[config.mk]
export PLATFORM = sky130hd
export DESIGN_NAME = lock_limiter_tracker
export DESIGN_NICKNAME = d
export VERILOG_FILES = /design/src/rtl/lock_lim_pkg.sv /design/src/rtl/lock_lim_timer.sv /design/src/rtl/lock_lim_slot.sv /design/src/rtl/lock_lim_select.sv /design/src/rtl/lock_limiter_tracker.sv
export SDC_FILE = /design/constraint.sdc
export NUM_CORES = 1
export LEC_CHECK = 0
export BUFFER_PORTS_ARGS = -buffer_cell sky130_fd_sc_hd__buf_2
export CORE_MARGIN = 1.5
export CORE_UTILIZATION = 45
export DETAILED_ROUTE_END_ITERATION = 8
export GPL_ROUTABILITY_DRIVEN = 0
export PLACE_DENSITY = 0.58
export RECOVER_POWER = 25
export SLEW_MARGIN = 25
export SYNTH_ARGS = -nofsm -noshare
export SYNTH_HDL_FRONTEND = slang
export SYNTH_SLANG_ARGS = --single-unit
[constraint.sdc]
create_clock -name clk_i -period 9.3 [get_ports clk_i]
set_clock_uncertainty 0.1 [all_clocks]
set_input_delay 1.395 -clock clk_i [delete_from_list [all_inputs] [get_ports clk_i]]
set_output_delay 1.395 -clock clk_i [all_outputs]
set_load 0.005 [all_outputs]
[src/rtl/lock_lim_pkg.sv]
`timescale 1ns/1ps
package lock_lim_pkg;
  localparam int unsigned DEF_THREADS  = 8;
  localparam int unsigned DEF_LOCKS    = 4;
  localparam int unsigned DEF_ACC_W    = 20;
  localparam int unsigned DEF_INTERVAL = 1024;
endpackage

[src/rtl/lock_lim_timer.sv]
`timescale 1ns/1ps
module lock_lim_timer #(
  parameter int unsigned INTERVAL_CYCLES = 1024
) (
  input  logic clk_i,
  input  logic rst_ni,
  output logic bnd_o
);
  localparam int unsigned CNT_W = (INTERVAL_CYCLES > 2) ? $clog2(INTERVAL_CYCLES) : 1;
  localparam logic [CNT_W-1:0] LAST = CNT_W'(INTERVAL_CYCLES - 1);

  logic [CNT_W-1:0] cnt_q;

  assign bnd_o = (cnt_q == LAST);

  always_ff @(posedge clk_i or negedge rst_ni) begin
    if (!rst_ni)    cnt_q <= '0;
    else if (bnd_o) cnt_q <= '0;
    else            cnt_q <= cnt_q + 1'b1;
  end

  // boundaries never come back to back
  a_r2_bnd_single: assert property (@(posedge clk_i) disable iff (!rst_ni)
    bnd_o |=> !bnd_o);
endmodule

[src/rtl/lock_lim_slot.sv]
`timescale 1ns/1ps
module lock_lim_slot #(
  parameter int unsigned N_THREADS = 8,
  parameter int unsigned ACC_W     = 20,
  localparam int unsigned CNT_W    = $clog2(N_THREADS + 1),
  localparam int unsigned TW       = $clog2(N_THREADS)
) (
  input  logic             clk_i,
  input  logic             rst_ni,
  input  logic             clr_i,
  input  logic             inc_i,
  input  logic             dec_i,
  input  logic             acq_i,
  input  logic [TW-1:0]    acq_thread_i,
  input  logic             rel_i,
  output logic [ACC_W-1:0] acc_nxt_o,
  output logic             owner_vld_o,
  output logic [TW-1:0]    owner_o
);
  localparam logic [CNT_W-1:0] CNT_MAX = CNT_W'(N_THREADS);

  logic [CNT_W-1:0] cnt_q;
  logic [ACC_W-1:0] acc_q;
  logic [ACC_W:0]   sum;

  // waiter count
  always_ff @(posedge clk_i or negedge rst_ni) begin
    if (!rst_ni) begin
      cnt_q <= '0;
    end else begin
      unique case ({inc_i, dec_i})
        2'b10:   if (cnt_q != CNT_MAX) cnt_q <= cnt_q + 1'b1;
        2'b01:   if (cnt_q != '0)      cnt_q <= cnt_q - 1'b1;
        default: cnt_q <= cnt_q;
      endcase
    end
  end

  // saturating accumulate, this cycle's waiters included
  assign sum       = {1'b0, acc_q} + (ACC_W+1)'(cnt_q);
  assign acc_nxt_o = sum[ACC_W] ? '1 : sum[ACC_W-1:0];

  always_ff @(posedge clk_i or negedge rst_ni) begin
    if (!rst_ni)    acc_q <= '0;
    else if (clr_i) acc_q <= '0;
    else            acc_q <= acc_nxt_o;
  end

  // owner; acquire beats release
  always_ff @(posedge clk_i or negedge rst_ni) begin
    if (!rst_ni) begin
      owner_vld_o <= 1'b0;
      owner_o     <= '0;
    end else if (acq_i) begin
      owner_vld_o <= 1'b1;
      owner_o     <= acq_thread_i;
    end else if (rel_i) begin
      owner_vld_o <= 1'b0;
    end
  end

  a_r1_cnt_step: assert property (@(posedge clk_i) disable iff (!rst_ni)
    1'b1 |=> (cnt_q == $past(cnt_q)) || (cnt_q == $past(cnt_q) + 1'b1)
             || (cnt_q + 1'b1 == $past(cnt_q)));

  a_r1_cnt_bound: assert property (@(posedge clk_i) disable iff (!rst_ni)
    cnt_q <= CNT_MAX);

  a_r7_acc_no_wrap: assert property (@(posedge clk_i) disable iff (!rst_ni)
    !clr_i |=> acc_q >= $past(acc_q));
endmodule

[src/rtl/lock_lim_select.sv]
`timescale 1ns/1ps
module lock_lim_select #(
  parameter int unsigned N_LOCKS = 4,
  parameter int unsigned ACC_W   = 20,
  localparam int unsigned LW     = $clog2(N_LOCKS)
) (
  input  logic [N_LOCKS-1:0][ACC_W-1:0] acc_i,
  output logic [LW-1:0]                 win_o,
  output logic [ACC_W-1:0]              win_val_o
);
  // linear scan; strict compare keeps the lowest index on ties
  always_comb begin
    win_o     = '0;
    win_val_o = acc_i[0];
    for (int i = 1; i < int'(N_LOCKS); i++) begin
      if (acc_i[i] > win_val_o) begin
        win_o     = LW'(i);
        win_val_o = acc_i[i];
      end
    end
  end
endmodule

[src/rtl/lock_limiter_tracker.sv]
`timescale 1ns/1ps
module lock_limiter_tracker
  import lock_lim_pkg::*;
#(
  parameter int unsigned N_THREADS       = DEF_THREADS,
  parameter int unsigned N_LOCKS         = DEF_LOCKS,
  parameter int unsigned ACC_W           = DEF_ACC_W,
  parameter int unsigned INTERVAL_CYCLES = DEF_INTERVAL,
  localparam int unsigned LW             = $clog2(N_LOCKS),
  localparam int unsigned TW             = $clog2(N_THREADS)
) (
  input  logic                 clk_i,
  input  logic                 rst_ni,
  input  logic                 wait_start_i,
  input  logic [LW-1:0]        wait_start_lock_i,
  input  logic                 wait_stop_i,
  input  logic [LW-1:0]        wait_stop_lock_i,
  input  logic                 acquire_i,
  input  logic [LW-1:0]        acquire_lock_i,
  input  logic [TW-1:0]        acquire_thread_i,
  input  logic                 release_i,
  input  logic [LW-1:0]        release_lock_i,
  output logic [N_THREADS-1:0] limiter_mask_o
);
  logic                          bnd;
  logic [N_LOCKS-1:0][ACC_W-1:0] acc_nxt;
  logic [N_LOCKS-1:0]            owner_vld;
  logic [N_LOCKS-1:0][TW-1:0]    owner;
  logic [LW-1:0]                 win;
  logic [ACC_W-1:0]              win_val;
  logic [N_THREADS-1:0]          mask_nxt;

  lock_lim_timer #(.INTERVAL_CYCLES(INTERVAL_CYCLES)) u_timer (
    .clk_i (clk_i),
    .rst_ni(rst_ni),
    .bnd_o (bnd)
  );

  for (genvar g = 0; g < int'(N_LOCKS); g++) begin : g_slot
    lock_lim_slot #(.N_THREADS(N_THREADS), .ACC_W(ACC_W)) u_slot (
      .clk_i       (clk_i),
      .rst_ni      (rst_ni),
      .clr_i       (bnd),
      .inc_i       (wait_start_i && (wait_start_lock_i == LW'(g))),
      .dec_i       (wait_stop_i  && (wait_stop_lock_i  == LW'(g))),
      .acq_i       (acquire_i    && (acquire_lock_i    == LW'(g))),
      .acq_thread_i(acquire_thread_i),
      .rel_i       (release_i    && (release_lock_i    == LW'(g))),
      .acc_nxt_o   (acc_nxt[g]),
      .owner_vld_o (owner_vld[g]),
      .owner_o     (owner[g])
    );
  end

  lock_lim_select #(.N_LOCKS(N_LOCKS), .ACC_W(ACC_W)) u_select (
    .acc_i    (acc_nxt),
    .win_o    (win),
    .win_val_o(win_val)
  );

  always_comb begin
    mask_nxt = '0;
    if ((win_val != '0) && owner_vld[win]) mask_nxt[owner[win]] = 1'b1;
  end

  always_ff @(posedge clk_i or negedge rst_ni) begin
    if (!rst_ni)  limiter_mask_o <= '0;
    else if (bnd) limiter_mask_o <= mask_nxt;
  end

  a_r3_mask_onehot: assert property (@(posedge clk_i) disable iff (!rst_ni)
    $onehot0(limiter_mask_o));

  a_r9_mask_hold: assert property (@(posedge clk_i) disable iff (!rst_ni)
    !bnd |=> $stable(limiter_mask_o));
endmodule

* After elaboration in Yosys (flattened, before gate mapping)
Cells that the tools add are included.
** Word-level totals
- Flip-flop bits (word level) :: 130
- Bits in latches :: 0
- RAM bits :: 0
- ROM bits :: 0
- Output and inout bits :: 8
- Memories kept :: 0
** Cells by class
- Add/sub/neg operators :: 13
- $mul :: 0
- Div/mod/pow operators :: 0
- Order comparisons :: 6
- Eq/ne operators :: 33
- Shifts and indexed selects :: 0
- Muxes and demuxes :: 42
- Bitwise gates (word level) :: 0
- Reduce and logical (&&, ||, !) cells :: 39
** Operators by type and width (count)
- $mux 20 :: 11
- $add 20x4->21 :: 4
- $gt 20x20->1 :: 3
- $mux 4 :: 8
- $pmux 4 s2 :: 4
- $eq 2x2->1 const B :: 12
- $reduce_bool 20->1 :: 1
- $logic_and 1x1->1 :: 18
- $add 4x1->4 const B :: 4
- $eq 2x1->1 const B :: 8
- $ne 2x1->1 const B :: 8
- $ne 4x4->1 const B :: 4
- $reduce_bool 2->1 :: 8
- $reduce_bool 4->1 :: 4
- $sub 4x1->4 const B :: 4
- $reduce_and 3->1 :: 4
- $mux 1 :: 11
- $add 10x1->10 const B :: 1
- $eq 10x10->1 const B :: 1
- $mux 10 :: 1
- $logic_not 2->1 :: 4
- $mux 8 :: 1
- $bmux 3 s2 :: 1
- $lt 3x4->1 const B :: 1
- 6 further kinds :: 7

* Longest topological paths before layout
- Depth after elaboration :: 15
- Depth in mapped cells :: 43
- Gate-level depth less buffers :: 36

* Modules after synthesis
A second synthesis with hierarchy kept.
** Second synthesis, totals
- Cell total of the unflattened synthesis :: 1199
- Area, all modules :: 10989.3 um2
** By module, submodules not included
- lock_lim_slot at g_slot[0].u_slot ... :: instances 3, cells an instance 184, area each 1806.7 um2, sequential area each 700.7 um2
- lock_lim_select :: instances 1, cells an instance 351, area each 2682.6 um2, sequential area each 0.0 um2
- lock_lim_slot at g_slot[2].u_slot :: instances 1, cells an instance 188, area each 1749.2 um2, sequential area each 700.7 um2
- lock_limiter_tracker :: instances 1, cells an instance 66, area each 664.4 um2, sequential area each 200.2 um2
- lock_lim_timer :: instances 1, cells an instance 42, area each 473.0 um2, sequential area each 250.2 um2

* Worst setup path after synthesis
OpenSTA, ideal clock, no wires.
- Path type :: flip-flop to flip-flop
- Start point :: register g_slot[1].u_slot.cnt_q[0]
- End point :: register limiter_mask_o[7]
- Setup time :: 0.076 ns
- Data arrival time :: 8.310 ns
- Data required time :: 9.124 ns
- Slack :: 0.814 ns
- Stages on the path, launching flop included :: 40
- Period minus slack after synthesis :: 8.486 ns
- Cells stage by stage :: dfrtp_1 > ha_1 > fa_1 > a211oi_1 > nor2_1 > nand3_1 > clkbuf_1 > buf_1 > and3_1 > inv_1 > ha_1 > nand4_1 > nor4_4 > nand3_1 > buf_2 > nand2_2 > buf_6 > buf_6 > (+4 left out) > o211ai_1 > a21oi_1 > o41ai_1 > a21o_1 > buf_2 > buf_2 > mux2_2 > ha_1 > nand2_1 > nor2_1 > nand4_1 > nor4_1 > a21o_1 > clkbuf_1 > mux2i_1 > or2_1 > or4_1 > o21ai_1
** Between the ends
- Longest elaborated chain between the ends :: 15
- Elaborated cells between the ends (all ways) :: 23
** Ends and longest elaborated chain
- start: declaration :: RTL line lock_lim_slot.sv:22 : logic [CNT_W-1:0] cnt_q;
- start signal: assignment :: RTL line lock_lim_slot.sv:32 : 2'b10: if (cnt_q != CNT_MAX) cnt_q <= cnt_q + 1'b1;
- start signal: assignment :: RTL line lock_lim_slot.sv:33 : 2'b01: if (cnt_q != '0) cnt_q <= cnt_q - 1'b1;
- start signal: assignment :: RTL line lock_lim_slot.sv:34 : default: cnt_q <= cnt_q;
- $add 20x4->21 * :: RTL line lock_lim_slot.sv:40 : assign sum = {1'b0, acc_q} + (ACC_W+1)'(cnt_q);
- $mux 20 * :: RTL line lock_lim_slot.sv:41 : assign acc_nxt_o = sum[ACC_W] ? '1 : sum[ACC_W-1:0];
- $gt 20x20->1 :: RTL line lock_lim_select.sv:16 : if (acc_i[i] > win_val_o) begin
- $mux 20 :: RTL line lock_lim_select.sv:16
- $gt 20x20->1 :: RTL line lock_lim_select.sv:16
- $mux 20 :: RTL line lock_lim_select.sv:16
- $gt 20x20->1 :: RTL line lock_lim_select.sv:16
- $mux 2 :: RTL line lock_lim_select.sv:16
- $bmux 3 s2 :: RTL line lock_limiter_tracker.sv:63 : if ((win_val != '0) && owner_vld[win]) mask_nxt[owner[win]] = 1'b1;
- $mux 3 (implied by the code) :: RTL line lock_limiter_tracker.sv:63
- $lt 3x4->1 (implied by the code) / $ge 3x1->1 (equally long branches) :: RTL line lock_limiter_tracker.sv:63
- $logic_and 1x1->1 (implied by the code) :: RTL line lock_limiter_tracker.sv:63
- $mux 1 (implied by the code) :: RTL line lock_limiter_tracker.sv:63
- $demux 1 s3 :: RTL line lock_limiter_tracker.sv:63
- $mux 8 * :: RTL line lock_limiter_tracker.sv:63
- end signal: assignment :: RTL line lock_limiter_tracker.sv:68 : else if (bnd) limiter_mask_o <= mask_nxt;
- end: declaration :: RTL line lock_limiter_tracker.sv:23 : output logic [N_THREADS-1:0] limiter_mask_o
Every way passes the cells marked *; elsewhere a longest branch is shown, timed or not. The select of a mux whose other input is x is not followed.
A chain may end at the register's enable or synchronous reset.

* Final worst setup path
- Start point :: register g_slot[0].u_slot.cnt_q[0]
- End point :: register limiter_mask_o[6]
** Between the ends
- Longest elaborated chain between the ends :: 15
- Elaborated cells between the ends (all ways) :: 23
** Ends and longest elaborated chain (RTL line)
- start: declaration :: lock_lim_slot.sv:22
- start signal: assignment :: lock_lim_slot.sv:32
- start signal: assignment :: lock_lim_slot.sv:33
- start signal: assignment :: lock_lim_slot.sv:34
- $add 20x4->21 * :: lock_lim_slot.sv:40
- $mux 20 * :: lock_lim_slot.sv:41
- $gt 20x20->1 :: lock_lim_select.sv:16
- $mux 20 :: lock_lim_select.sv:16
- $gt 20x20->1 :: lock_lim_select.sv:16
- $mux 20 :: lock_lim_select.sv:16
- $gt 20x20->1 :: lock_lim_select.sv:16
- $mux 2 :: lock_lim_select.sv:16
- $bmux 3 s2 :: lock_limiter_tracker.sv:63
- $mux 3 (implied by the code) :: lock_limiter_tracker.sv:63
- $lt 3x4->1 (implied by the code) / $ge 3x1->1 (equally long branches) :: lock_limiter_tracker.sv:63
- $logic_and 1x1->1 (implied by the code) :: lock_limiter_tracker.sv:63
- $mux 1 (implied by the code) :: lock_limiter_tracker.sv:63
- $demux 1 s3 :: lock_limiter_tracker.sv:63
- $mux 8 * :: lock_limiter_tracker.sv:63
Marked as above.

==> summary.md <==
| Metric | Value |
|---|---|
| Outcome | finished with violations |
| Failing checks | capacitance limit, slew limit |
| Crit path time final | 8666 ps |
| Hold Startpoint | u_timer.cnt_q[4]$_DFF_PN0_ |
| Multi-input combinational cell area | between 5000 and 6000 um2 |
| Worst slew pin tran | around 3700 ps |
| Layout cells sized above 1 | 10.68% |
| Reg2reg end | limiter_mask_o[6]$_DFFE_PN0N_ |
| Post-synth EDFFs | 0 |
| Most frequent cell after synthesis | dfrtp_1 |
| Register area | about 3300 um2 |
| Worst min-delay path class | register to register |
| Final Max Tran Viols | 67 |
| Yosys top cell area share | 34.55% |
| Num rows | 52 |
| Worst path most repeated cell | ha_1 |
| Via density per instance | 5.568 |
| CTS Hold Bufs | 0 |
| Final hold violation count | 0 |
| Seq/Total Area, Yosys | between 30% and 40% |
| Placed Area | 9848 um2 |
| Fill count | 1,919 |
| Die height | 147.6 um |
| Die width | 147.6 um |
| Sink Count | between 100 and 150 |
| Hold path endpoint | u_timer.cnt_q[4]$_DFF_PN0_ |
| Synth cell count leaders | 130 x dfrtp_1, 124 x nand2_1, 93 x ha_1 |
| Met3 usage | under 10% |
| Slowest-stage cell, CP | dfrtp_1 |
| H-tree depth | 4 |
| Yosys reg bits | 130 |
| Avg Cell Area, Syn | 8.916 um2 |
| CP startpoint kind | register |
| Setup bufs post-CTS | 0 |
| Post-synth ARST share | 100.0% |
| YS warnings | 0 |
| First-pass GRT wire length | 38,120 um |
| CORE AREA | 20,360 um2 |
| Routed length per placed instance | 16.60 um |
| Area growth, synth to finish | 11.73% |
| Cells on Worst Hold Path | 1 |
| Synth cell types | 64 |
| Later-pin clock latency in the skew report | 430 ps |
| Met1 Use GR | 31.77% |
| Post-DP HPWL | 17,010 um |
| Grt ovf | 0 |
| Critical path capture point type | register |
| CTS tree | yes |
| Inserted Diodes | 0 |
| Resized cells post-CTS | 0 |
| Net count, final | around 1,200 |
| DR iter-0 viols | between 500 and 600 |
| Synth Instances | 1,056 |
| Final Cycle Share | 93.18% |
| Max incr delay on CP | 430 ps |
| Synth Net Count | 1,174 |
| M2 GR Usage | 34.21% |
| Total Routing Usage GR | ~22% |
| Post-synth top flop | dfrtp_1 |
| Area leader, netlist | dfrtp_1 |
| Setup TNS | 0 ps |
| Root buf cell | clkbuf_16 |
| Data required, critical path | 9490 ps |
| CP max FO | 18 |
| IO Pins | 25 |
| F_max | about 120 MHz |
| DR pass1 iterations | 5 |
| Clock Path Buffers | 2 |
| Vias after detailed routing | around 7,600 |
| Synthesized area | roughly 9400 um2 |
| # setup viols final | 0 |
| Critical Path AT | 8850 ps |
| Total wire length | 22,680 um |
| Initial antenna violation count | 0 |
| Reg-to-reg slack, setup | ~630 ps |
| DR DRC count | 0 |
| CTS buffer count | 17 |
| Vias in the first global route | 7,471 |
| Global route hottest layer | met2 |
| Slew HR | -147.0% |
| Max_cap viols | 1 |
| Final ANT Viol Nets | 0 |
| Full die area | 21,800 um2 |
| Clock transition at the registers of the reported paths | 60 ps |
| FF-to-FF path depth | 32 |
| Design Area, Final | 10,520 um2 |
| Largest net degree at the start of global routing | 67 |
| Util after Layout | 51.66% |
| RSZ-0062 raised after global routing | false |
| Initial core utilization | 46.23% |
| PortBufs | 24 |
| Dominant cells by area after synthesis | dfrtp_1 35%, ha_1 12%, nand2_1 4.9% |
| Reg-to-Reg Start | g_slot[0].u_slot.cnt_q[0]$_DFFE_PN0P_ |
| Setup CP Type | register to register |
-- state kept, by name, summed over array words and instances, names as in the netlist --
signal,count
u_timer.cnt_q,10
g_slot.u_slot.owner_vld_o,4
g_slot.u_slot.acc_q,80
g_slot.u_slot.owner_o,12
limiter_mask_o,8
g_slot.u_slot.cnt_q,16
-- critical path, delay by kind of cell, from the launching register on --
| kind | cells | cell delay, ps |
|---|---|---|
| AO/OA/AOI/OAI | 13 | 2900 |
| AND/OR/NAND/NOR | 10 | 2280 |
| adder cells (fa/ha/maj) | 5 | 1610 |
| multiplexers | 2 | 710 |
| buffers and inverters | 2 | 480 |
| flip-flops | 1 | 430 |
-- logic make-up after synthesis --
group	count (synthesis)	share of synthesized area (%)
buffers and inverters	81	3.495
AOI/OAI and AO/OA	205	13.50
adders and majority gates	101	14.06
xor gates and xnor gates	70	6.512
and+or+nand+nor	418	22.05
DFF	130	34.55
muxes	51	5.834
-- cell type report --
cell class	count	share of cell area (%)
inverters	52	1.855
multi-input cells	845	56.09
well taps	270	3.211
clock buffers	17	4.044
repair buffers	37	2.034
clock inverters	15	1.843
flip-flops and latches	130	30.92
-- how the worst max path moves through the flow --
stage,from,end,cells past startpoint
2_1_floorplan,g_slot[1].u_slot.cnt_q[0]$_DFFE_PN0P_,limiter_mask_o[7]$_DFFE_PN0N_,39
4_1_cts,g_slot[0].u_slot.cnt_q[0]$_DFFE_PN0P_,limiter_mask_o[6]$_DFFE_PN0N_,33
3_3_place_gp,g_slot[0].u_slot.cnt_q[0]$_DFFE_PN0P_,limiter_mask_o[6]$_DFFE_PN0N_,32
6_report,g_slot[0].u_slot.cnt_q[0]$_DFFE_PN0P_,limiter_mask_o[6]$_DFFE_PN0N_,32
3_5_place_dp,g_slot[0].u_slot.cnt_q[0]$_DFFE_PN0P_,limiter_mask_o[2]$_DFFE_PN0N_,33
5_1_grt,g_slot[0].u_slot.cnt_q[0]$_DFFE_PN0P_,limiter_mask_o[6]$_DFFE_PN0N_,33
-- layer usage --
layer	up-vias	part of all wire, %	routed length [um]
li1	3829	-	-
met1	3631	50	11410
met2	120	45	10200
met3	26	2.9	664
met4	0	1.8	405
met5	-	0	0
-- metrics by stage --
| stage | hold slack, ps | setup WS, ps | std cells |
|---|---|---|---|
| 2_1_floorplan | 338.2 | 813.8 | 1056 |
| 3_3_place_gp | 354.5 | 309.9 | 1334 |
| 3_5_place_dp | 357.1 | 91.47 | 1334 |
| 4_1_cts | 370.0 | 10.95 | 1366 |
| 5_1_grt | 397.5 | 5.179 | 1366 |
| 6_report | 371.3 | 634.3 | 1366 |
-- cells in the final DEF (no fill, tap or decap), types with 6 or more instances in the layout --
cell       instances
xnor2_1           29
mux2_2            22
mux2i_1           26
xor2_1            41
and2_1            20
nand3_1           49
o21a_1            10
inv_6              7
nand2b_1           8
fa_1               8
o22ai_1            6
inv_1             52
buf_4             13
dfrtp_1          130
a21o_1            24
clkbuf_16         17
nor3_1            11
nor2b_1            6
buf_2             21
nor2_1            90
nand4_1           34
and3_1            28
o41ai_1           10
a21oi_1           76
nand2_1          124
o21ai_0           37
or3_1              7
ha_1              93
Power is not shown: default switching activity piles up to over one toggle a cycle in this logic, so the estimate is an artifact.
